--- config.mk ---
export PLATFORM = sky130hd
export DESIGN_NAME = async_bus_slave
export DESIGN_NICKNAME = d
export VERILOG_FILES = /design/src/rtl/abs_pkg.sv /design/src/rtl/abs_sync.sv /design/src/rtl/abs_decode.sv /design/src/rtl/abs_regfile.sv /design/src/rtl/async_bus_slave.sv
export SDC_FILE = /design/constraint.sdc
export NUM_CORES = 1
export LEC_CHECK = 0
export BUFFER_PORTS_ARGS = -buffer_cell sky130_fd_sc_hd__buf_2
export CAP_MARGIN = 30
export CORE_MARGIN = 2
export CORE_UTILIZATION = 30
export DETAILED_ROUTE_END_ITERATION = 8
export HOLD_SLACK_MARGIN = 0.06
export PLACE_DENSITY = 0.48
export SYNTH_ARGS = -nofsm -noshare
export SYNTH_HDL_FRONTEND = slang
export SYNTH_SLANG_ARGS = --single-unit
--- constraint.sdc ---
create_clock -name clk -period 7.65 [get_ports clk]
set_clock_uncertainty 0.15 [all_clocks]
set_input_delay 0.765 -clock clk [delete_from_list [all_inputs] [get_ports clk]]
set_output_delay 0.765 -clock clk [all_outputs]
set_load 0.01 [all_outputs]
--- src/rtl/abs_pkg.sv ---
package abs_pkg;
  typedef enum logic [1:0] {
    XF_READ       = 2'b00,
    XF_READ_PAUSE = 2'b01,
    XF_WR_WORD    = 2'b10,
    XF_WR_BYTE    = 2'b11
  } xfer_e;

  typedef enum logic [1:0] {
    ST_IDLE,
    ST_SETTLE,
    ST_HOLD,
    ST_REFUSE
  } slv_state_e;
endpackage

--- src/rtl/abs_sync.sv ---
module abs_sync #(
  parameter int W = 1
) (
  input  logic         clk,
  input  logic         rst_n,
  input  logic [W-1:0] d,
  output logic [W-1:0] q
);
  logic [W-1:0] meta;
  always_ff @(posedge clk or negedge rst_n) begin
    if (!rst_n) begin
      meta <= '0;
      q    <= '0;
    end else begin
      meta <= d;
      q    <= meta;
    end
  end
endmodule

--- src/rtl/abs_decode.sv ---
module abs_decode #(
  parameter int ADDR_W   = 18,
  parameter int IO_W     = 13,
  parameter int WIN_BASE = 'h1F00,
  parameter int NUM_REGS = 8,
  parameter int LANE_W   = 1,
  parameter int IDX_W    = 3
) (
  input  logic [ADDR_W-1:0] addr,
  output logic              hit,
  output logic [IDX_W-1:0]  idx
);
  localparam int NB = 1 << LANE_W;
  localparam logic [IO_W:0] LO = (IO_W+1)'(WIN_BASE);
  localparam logic [IO_W:0] HI = (IO_W+1)'(WIN_BASE + NUM_REGS * NB);

  logic          in_page;
  logic [IO_W:0] off;
  logic [IO_W:0] rel;

  always_comb begin
    in_page = &addr[ADDR_W-1:IO_W];
    off     = {1'b0, addr[IO_W-1:0]};
    rel     = off - LO;
    hit     = in_page && (off >= LO) && (off < HI);
    idx     = IDX_W'(rel >> LANE_W);
  end
endmodule

--- src/rtl/abs_regfile.sv ---
module abs_regfile #(
  parameter int DATA_W   = 16,
  parameter int NUM_REGS = 8,
  parameter int IDX_W    = 3
) (
  input  logic              clk,
  input  logic              rst_n,
  input  logic              we,
  input  logic [IDX_W-1:0]  wr_idx,
  input  logic [DATA_W/8-1:0] be,
  input  logic [DATA_W-1:0] wdata,
  input  logic [IDX_W-1:0]  rd_idx,
  output logic [DATA_W-1:0] rdata
);
  localparam int NB = DATA_W / 8;

  logic [DATA_W-1:0] mem [NUM_REGS];

  for (genvar i = 0; i < NUM_REGS; i++) begin : g_reg
    for (genvar l = 0; l < NB; l++) begin : g_lane
      always_ff @(posedge clk or negedge rst_n) begin
        if (!rst_n)
          mem[i][l*8 +: 8] <= '0;
        else if (we && (wr_idx == IDX_W'(i)) && be[l])
          mem[i][l*8 +: 8] <= wdata[l*8 +: 8];
      end
    end
  end

  assign rdata = mem[rd_idx];
endmodule

--- src/rtl/async_bus_slave.sv ---
module async_bus_slave
  import abs_pkg::*;
#(
  parameter int ADDR_W   = 18,
  parameter int DATA_W   = 16,
  parameter int IO_W     = 13,
  parameter int WIN_BASE = 'h1F00,
  parameter int NUM_REGS = 8
) (
  input  logic              clk,
  input  logic              rst_n,
  input  logic [ADDR_W-1:0] bus_addr,
  input  logic [1:0]        bus_ctl,
  input  logic [DATA_W-1:0] bus_din,
  input  logic              bus_msync,
  output logic [DATA_W-1:0] bus_dout,
  output logic              bus_ssync
);
  localparam int NB     = DATA_W / 8;
  localparam int LANE_W = (NB > 1) ? $clog2(NB) : 1;
  localparam int IDX_W  = (NUM_REGS > 1) ? $clog2(NUM_REGS) : 1;
  localparam int IN_W   = ADDR_W + 2 + DATA_W;

  logic [IN_W-1:0]   fields_s;
  logic              msync_s;
  slv_state_e        st;
  logic [ADDR_W-1:0] cap_addr;
  xfer_e             cap_ctl;
  logic [DATA_W-1:0] cap_din;
  logic              lock_v;
  logic [IDX_W-1:0]  lock_idx;
  logic [DATA_W-1:0] rd_q;
  logic              hit;
  logic [IDX_W-1:0]  idx;
  logic [DATA_W-1:0] rf_rdata;
  logic [NB-1:0]     be;
  logic              is_write, is_read, lock_ok, accept, wr_en;

  abs_sync #(.W(IN_W)) u_sync_fields (
    .clk(clk), .rst_n(rst_n),
    .d({bus_addr, bus_ctl, bus_din}), .q(fields_s)
  );

  abs_sync #(.W(1)) u_sync_msync (
    .clk(clk), .rst_n(rst_n), .d(bus_msync), .q(msync_s)
  );

  abs_decode #(
    .ADDR_W(ADDR_W), .IO_W(IO_W), .WIN_BASE(WIN_BASE),
    .NUM_REGS(NUM_REGS), .LANE_W(LANE_W), .IDX_W(IDX_W)
  ) u_decode (
    .addr(cap_addr), .hit(hit), .idx(idx)
  );

  always_comb begin
    is_write = (cap_ctl == XF_WR_WORD) || (cap_ctl == XF_WR_BYTE);
    is_read  = !is_write;
    lock_ok  = !lock_v || (idx == lock_idx) || (cap_ctl == XF_READ);
    accept   = hit && lock_ok;
    wr_en    = (st == ST_SETTLE) && accept && is_write;
    if (cap_ctl == XF_WR_BYTE) begin
      be = '0;
      be[cap_addr[LANE_W-1:0]] = 1'b1;
    end else begin
      be = '1;
    end
  end

  abs_regfile #(
    .DATA_W(DATA_W), .NUM_REGS(NUM_REGS), .IDX_W(IDX_W)
  ) u_regs (
    .clk(clk), .rst_n(rst_n),
    .we(wr_en), .wr_idx(idx), .be(be), .wdata(cap_din),
    .rd_idx(idx), .rdata(rf_rdata)
  );

  always_ff @(posedge clk or negedge rst_n) begin
    if (!rst_n) begin
      st       <= ST_IDLE;
      cap_addr <= '0;
      cap_ctl  <= XF_READ;
      cap_din  <= '0;
      lock_v   <= 1'b0;
      lock_idx <= '0;
      rd_q     <= '0;
    end else begin
      unique case (st)
        ST_IDLE: begin
          if (msync_s) begin
            cap_addr <= fields_s[IN_W-1 -: ADDR_W];
            cap_ctl  <= xfer_e'(fields_s[DATA_W +: 2]);
            cap_din  <= fields_s[DATA_W-1:0];
            st       <= ST_SETTLE;
          end
        end
        ST_SETTLE: begin
          if (accept) begin
            st   <= ST_HOLD;
            rd_q <= is_read ? rf_rdata : '0;
            if (cap_ctl == XF_READ_PAUSE) begin
              lock_v   <= 1'b1;
              lock_idx <= idx;
            end else if (is_write && lock_v && (idx == lock_idx)) begin
              lock_v <= 1'b0;
            end
          end else begin
            st <= ST_REFUSE;
          end
        end
        ST_HOLD: begin
          if (!msync_s) begin
            st   <= ST_IDLE;
            rd_q <= '0;
          end
        end
        ST_REFUSE: begin
          if (!msync_s) st <= ST_IDLE;
        end
        default: st <= ST_IDLE;
      endcase
    end
  end

  assign bus_ssync = (st == ST_HOLD);
  assign bus_dout  = rd_q;

  // answer only rises while the synchronised master strobe is up
  a_r7_ack_needs_msync: assert property (@(posedge clk) disable iff (!rst_n)
    $rose(bus_ssync) |-> msync_s);

  // answer held as long as the master strobe is held
  a_r7_hold_while_msync: assert property (@(posedge clk) disable iff (!rst_n)
    (bus_ssync && msync_s) |=> bus_ssync);

  // no read data outside an answer
  a_r4_dout_idle_zero: assert property (@(posedge clk) disable iff (!rst_n)
    !bus_ssync |-> (bus_dout == '0));

  // an address outside the window is never answered
  a_r2_unmapped_no_ack: assert property (@(posedge clk) disable iff (!rst_n)
    ((st == ST_SETTLE) && !hit) |=> !bus_ssync);

  // a lock holder's register is the only one that may be modified
  a_r9_locked_refuse: assert property (@(posedge clk) disable iff (!rst_n)
    ((st == ST_SETTLE) && lock_v && (cap_ctl != XF_READ) && (idx != lock_idx))
      |=> !bus_ssync);

  // a write to the locked register releases the lock
  a_r8_lock_release: assert property (@(posedge clk) disable iff (!rst_n)
    ((st == ST_SETTLE) && hit && lock_v && is_write && (idx == lock_idx))
      |=> !lock_v);
endmodule

==> flow_summary.json <==
{
  "floorplan.die.width_um": 190.5,
  "final.setup.tns_ps": 0,
  "critical_path_required_ps": 7930,
  "clk_latency_ps": 560,
  "critical_path_start_end_classification": "reg2reg",
  "synth_top_area_frac": 0.6233,
  "number_of_vias_in_the_routed_layout": 5436,
  "maximum_fanout_count_along_the_critical_path": 19,
  "cts_made_buffers": 31,
  "maxClockFrequency_mhz": 296.3,
  "synth-compound-area-share": 0.008870,
  "nets": 733,
  "timing.final.max_slew_violations": 0,
  "largest_vdd_supply_drop_uv": 183.9,
  "worst_setup_slack_before_clock_tree_synthesis_ps": 4261,
  "critical_path.endpoint": "u_regs.mem[89]$_DFFE_PN0P_",
  "synth_edf_count": 0,
  "synthXorXnorAreaFrac": 0.002517,
  "ys.warnings.count": 0,
  "finalWeightedCongestion": 0.7099,
  "post-route-min-period_ps": 3376,
  "post-route-drc-count": 0,
  "grtUsageMet1": 0.1668,
  "worstReg2RegStart": "cap_addr[3]$_DFFE_PN0P_",
  "antenna_found_initial": 0,
  "synth.most_common_cell": "sky130_fd_sc_hd__dfrtp_1",
  "port_buffers": 55,
  "ff2ff_path_depth": 6,
  "synth_top_cells_by_area": "sky130_fd_sc_hd__dfrtp_1 (62%), sky130_fd_sc_hd__mux2_2 (19%), sky130_fd_sc_hd__mux4_2 (6.9%)",
  "antennaDiodeCount": 0,
  "total_power_uw": 4020,
  "yosysTopAreaCell": "sky130_fd_sc_hd__dfrtp_1",
  "critical_path.startpoint": "cap_addr[3]$_DFFE_PN0P_",
  "wirelength_um": 21630,
  "grt_pass1_wl_um": 35380,
  "cts_hold_buf": 0,
  "ys_dominant_reg_cell": "sky130_fd_sc_hd__dfrtp_1",
  "gr-usage-met3": 0.02190,
  "syn_area_per_cell_um2": 16.86,
  "finalSetupViolCount": 0,
  "multi_input_area_mm2": 0.003810,
  "cell_area_after_technology_mapping_mm2": 0.01044,
  "final.setup.worst_slack_ps": 4274,
  "grt_start_max_net_pins": 149,
  "met2_usage": 0.2101,
  "die_area_mm2": 0.03630,
  "ctsHtreeMaxLevel": 1,
  "report.final.hold_viol_count": 0,
  "cts_buffer_depth": 3,
  "routedWlPerCell_um": 18.57,
  "dominant_combinational_cell_family_by_area_after_synthesis": "multiplexers",
  "synthesis.instances": 619,
  "critPathArrivalTime_ps": 3650,
  "synth_seq_area_share": 0.6233,
  "initialDrtViolationCount": 155,
  "first_global_vias": 6138,
  "timing.critical_path.from_type": "flip-flop",
  "floorplan.rows": 68,
  "gr-total-overflow": 0,
  "grt.busiest_layer": "met2",
  "critPathCaptureType": "flip-flop",
  "postSynthRegisterBits": 260,
  "max_slew_margin": 0.3846,
  "post_cts_buffers": 0,
  "finalCritPeriodShare": 0.4412,
  "maxCapViolations": 0,
  "cts_root_buffer": "sky130_fd_sc_hd__clkbuf_16",
  "synthDistinctLibCells": 43,
  "n_fill_cell": 3297,
  "timing.reg2reg.setup_slack_ps": 4270,
  "core-area_mm2": 0.03437,
  "detail_route.first_pass.iterations": 4,
  "postSynthNetCount": 663,
  "rsz0062_at_grt": "no",
  "run_status": "completed",
  "ys_async_sr_fraction": 1.000,
  "dp.final_hpwl_um": 13010,
  "timing.hold.worst.class": "in2async",
  "synth.mux.area_fraction": 0.2829,
  "post_cts_repair_resize_count": 0,
  "clock-sinks": 260,
  "total_leakage_power_uw": 0.005758,
  "route.antenna.remaining_nets": 0,
  "io-pin-count": 56,
  "worst_reg2reg_endpoint": "u_regs.mem[89]$_DFFE_PN0P_",
  "dieHeight_um": 190.5,
  "sequential_cell_area_mm2": 0.006507,
  "synth_simple_gate_area_share": 0.06472,
  "slew_at_the_pin_with_the_worst_max_slew_slack_ps": 916.2,
  "powerDensity_mw_per_mm2": 325.0,
  "synth_adder_area_share": 0.005993,
  "drt-vias-per-instance": 4.666,
  "tritoncts": "built",
  "start_util": 0.3037,
  "drive_gt1_frac": 0.4732,
  "gr-usage-all-layers": 0.1249,
  "syn2layout_area_growth_pct": 18.48,
  "synth_commonest_cells": "sky130_fd_sc_hd__dfrtp_1 (260), sky130_fd_sc_hd__mux2_2 (173), sky130_fd_sc_hd__mux4_2 (32)",
  "worst_setup_hold_path_clk_slew_ps": 60
}
==> power by group <==
part	leakage, µW	switching (µW)	internal, µW
Clock	0.000541	565	1020
Combinational	0.00184	468	293
Sequential	0.00337	173	1500
Total	0.00576	1210	2810
==> layer usage <==
| layer | routed length (µm) | up-vias | share of wire |
|---|---|---|---|
| met1 | 9833 | 2897 | 0.45 |
| li1 | - | 2435 | - |
| met2 | 10580 | 77 | 0.49 |
| met4 | 459 | 0 | 0.021 |
| met3 | 754 | 27 | 0.035 |
| met5 | 0 | - | 0 |
==> worst min path at each step <==
stage,start,to,slack (ps),cells after the start
finish,rst_n,u_sync_fields.meta[2]$_DFF_PN0_,130,1
detailed placement,u_sync_fields.meta[14]$_DFF_PN0_,u_sync_fields.q[14]$_DFF_PN0_,180,0
floorplan,u_sync_fields.meta[0]$_DFF_PN0_,u_sync_fields.q[0]$_DFF_PN0_,180,0
global placement,u_sync_fields.meta[30]$_DFF_PN0_,u_sync_fields.q[30]$_DFF_PN0_,180,0
CTS,bus_din[10],u_sync_fields.meta[10]$_DFF_PN0_,130,1
global route,bus_ctl[1],u_sync_fields.meta[17]$_DFF_PN0_,130,1
==> cell usage in the layout (no fill, tap or decap), types with 2 or more instances in the layout <==
master and n:
sky130_fd_sc_hd__and3b_1 3, sky130_fd_sc_hd__or3_1 8, sky130_fd_sc_hd__nand2_1 2, sky130_fd_sc_hd__nand3_1 12, sky130_fd_sc_hd__mux4_2 32, sky130_fd_sc_hd__and3_1 2
sky130_fd_sc_hd__nor2_1 18, sky130_fd_sc_hd__buf_2 54, sky130_fd_sc_hd__ha_1 5, sky130_fd_sc_hd__mux2_2 173, sky130_fd_sc_hd__nor4_4 16, sky130_fd_sc_hd__bufinv_16 7
sky130_fd_sc_hd__clkbuf_1 6, sky130_fd_sc_hd__inv_1 2, sky130_fd_sc_hd__clkbuf_16 31, sky130_fd_sc_hd__mux2_1 11, sky130_fd_sc_hd__nand3b_1 3, sky130_fd_sc_hd__dfrtp_1 259
sky130_fd_sc_hd__xor2_1 3, sky130_fd_sc_hd__nand4_1 4, sky130_fd_sc_hd__buf_4 7, sky130_fd_sc_hd__clkinv_2 2, sky130_fd_sc_hd__mux2i_1 16, sky130_fd_sc_hd__clkbuf_8 5
sky130_fd_sc_hd__a21oi_1 3, sky130_fd_sc_hd__inv_6 2
==> layout make-up <==
type,count,share of cell area
repair buffers,63,0.02893
clock inverters,12,0.01983
multi-input cells,330,0.3080
flip-flops and latches,260,0.5262
inverters,3,0.0009105
clock buffers,42,0.07011
well taps,455,0.04603
==> stage by stage <==
step	util	cell area, µm²	cells	hold slack, ps
finish	0.3598	12370	1165	125.5
global placement	0.3275	11260	1111	183.5
global route	0.3598	12370	1165	134.3
CTS	0.3598	12370	1165	126.9
floorplan	-	10440	619	181.2
detailed placement	0.3275	11260	1111	184.7
==> flip-flops by register name, indices dropped and copies added, names as in the netlist <==
register	cells
u_regs.mem	128
u_sync_fields.meta	36
u_sync_fields.q	36
cap_addr	18
bus_dout	16
cap_din	16
lock_idx	3
cap_ctl	2
st	2
lock_v	1
u_sync_msync.meta	1
u_sync_msync.q	1
==> kinds of logic after synthesis <==
kind of cell,count (synthesis)
adders and majority gates,5
and+or+nand+nor,77
muxes,232
AOI/OAI and AO/OA,13
xor gates and xnor gates,3
buffers and inverters,29
DFF,260
==> critical path, cell delays in order (launching register included) <==
cell                      delay (ps)
sky130_fd_sc_hd__dfrtp_1         730
sky130_fd_sc_hd__buf_4           410
sky130_fd_sc_hd__xor2_1          180
sky130_fd_sc_hd__o31a_1          270
sky130_fd_sc_hd__buf_4           260
sky130_fd_sc_hd__nor4_4          800
sky130_fd_sc_hd__mux2_2          410
(Power assumes the default switching activity.)
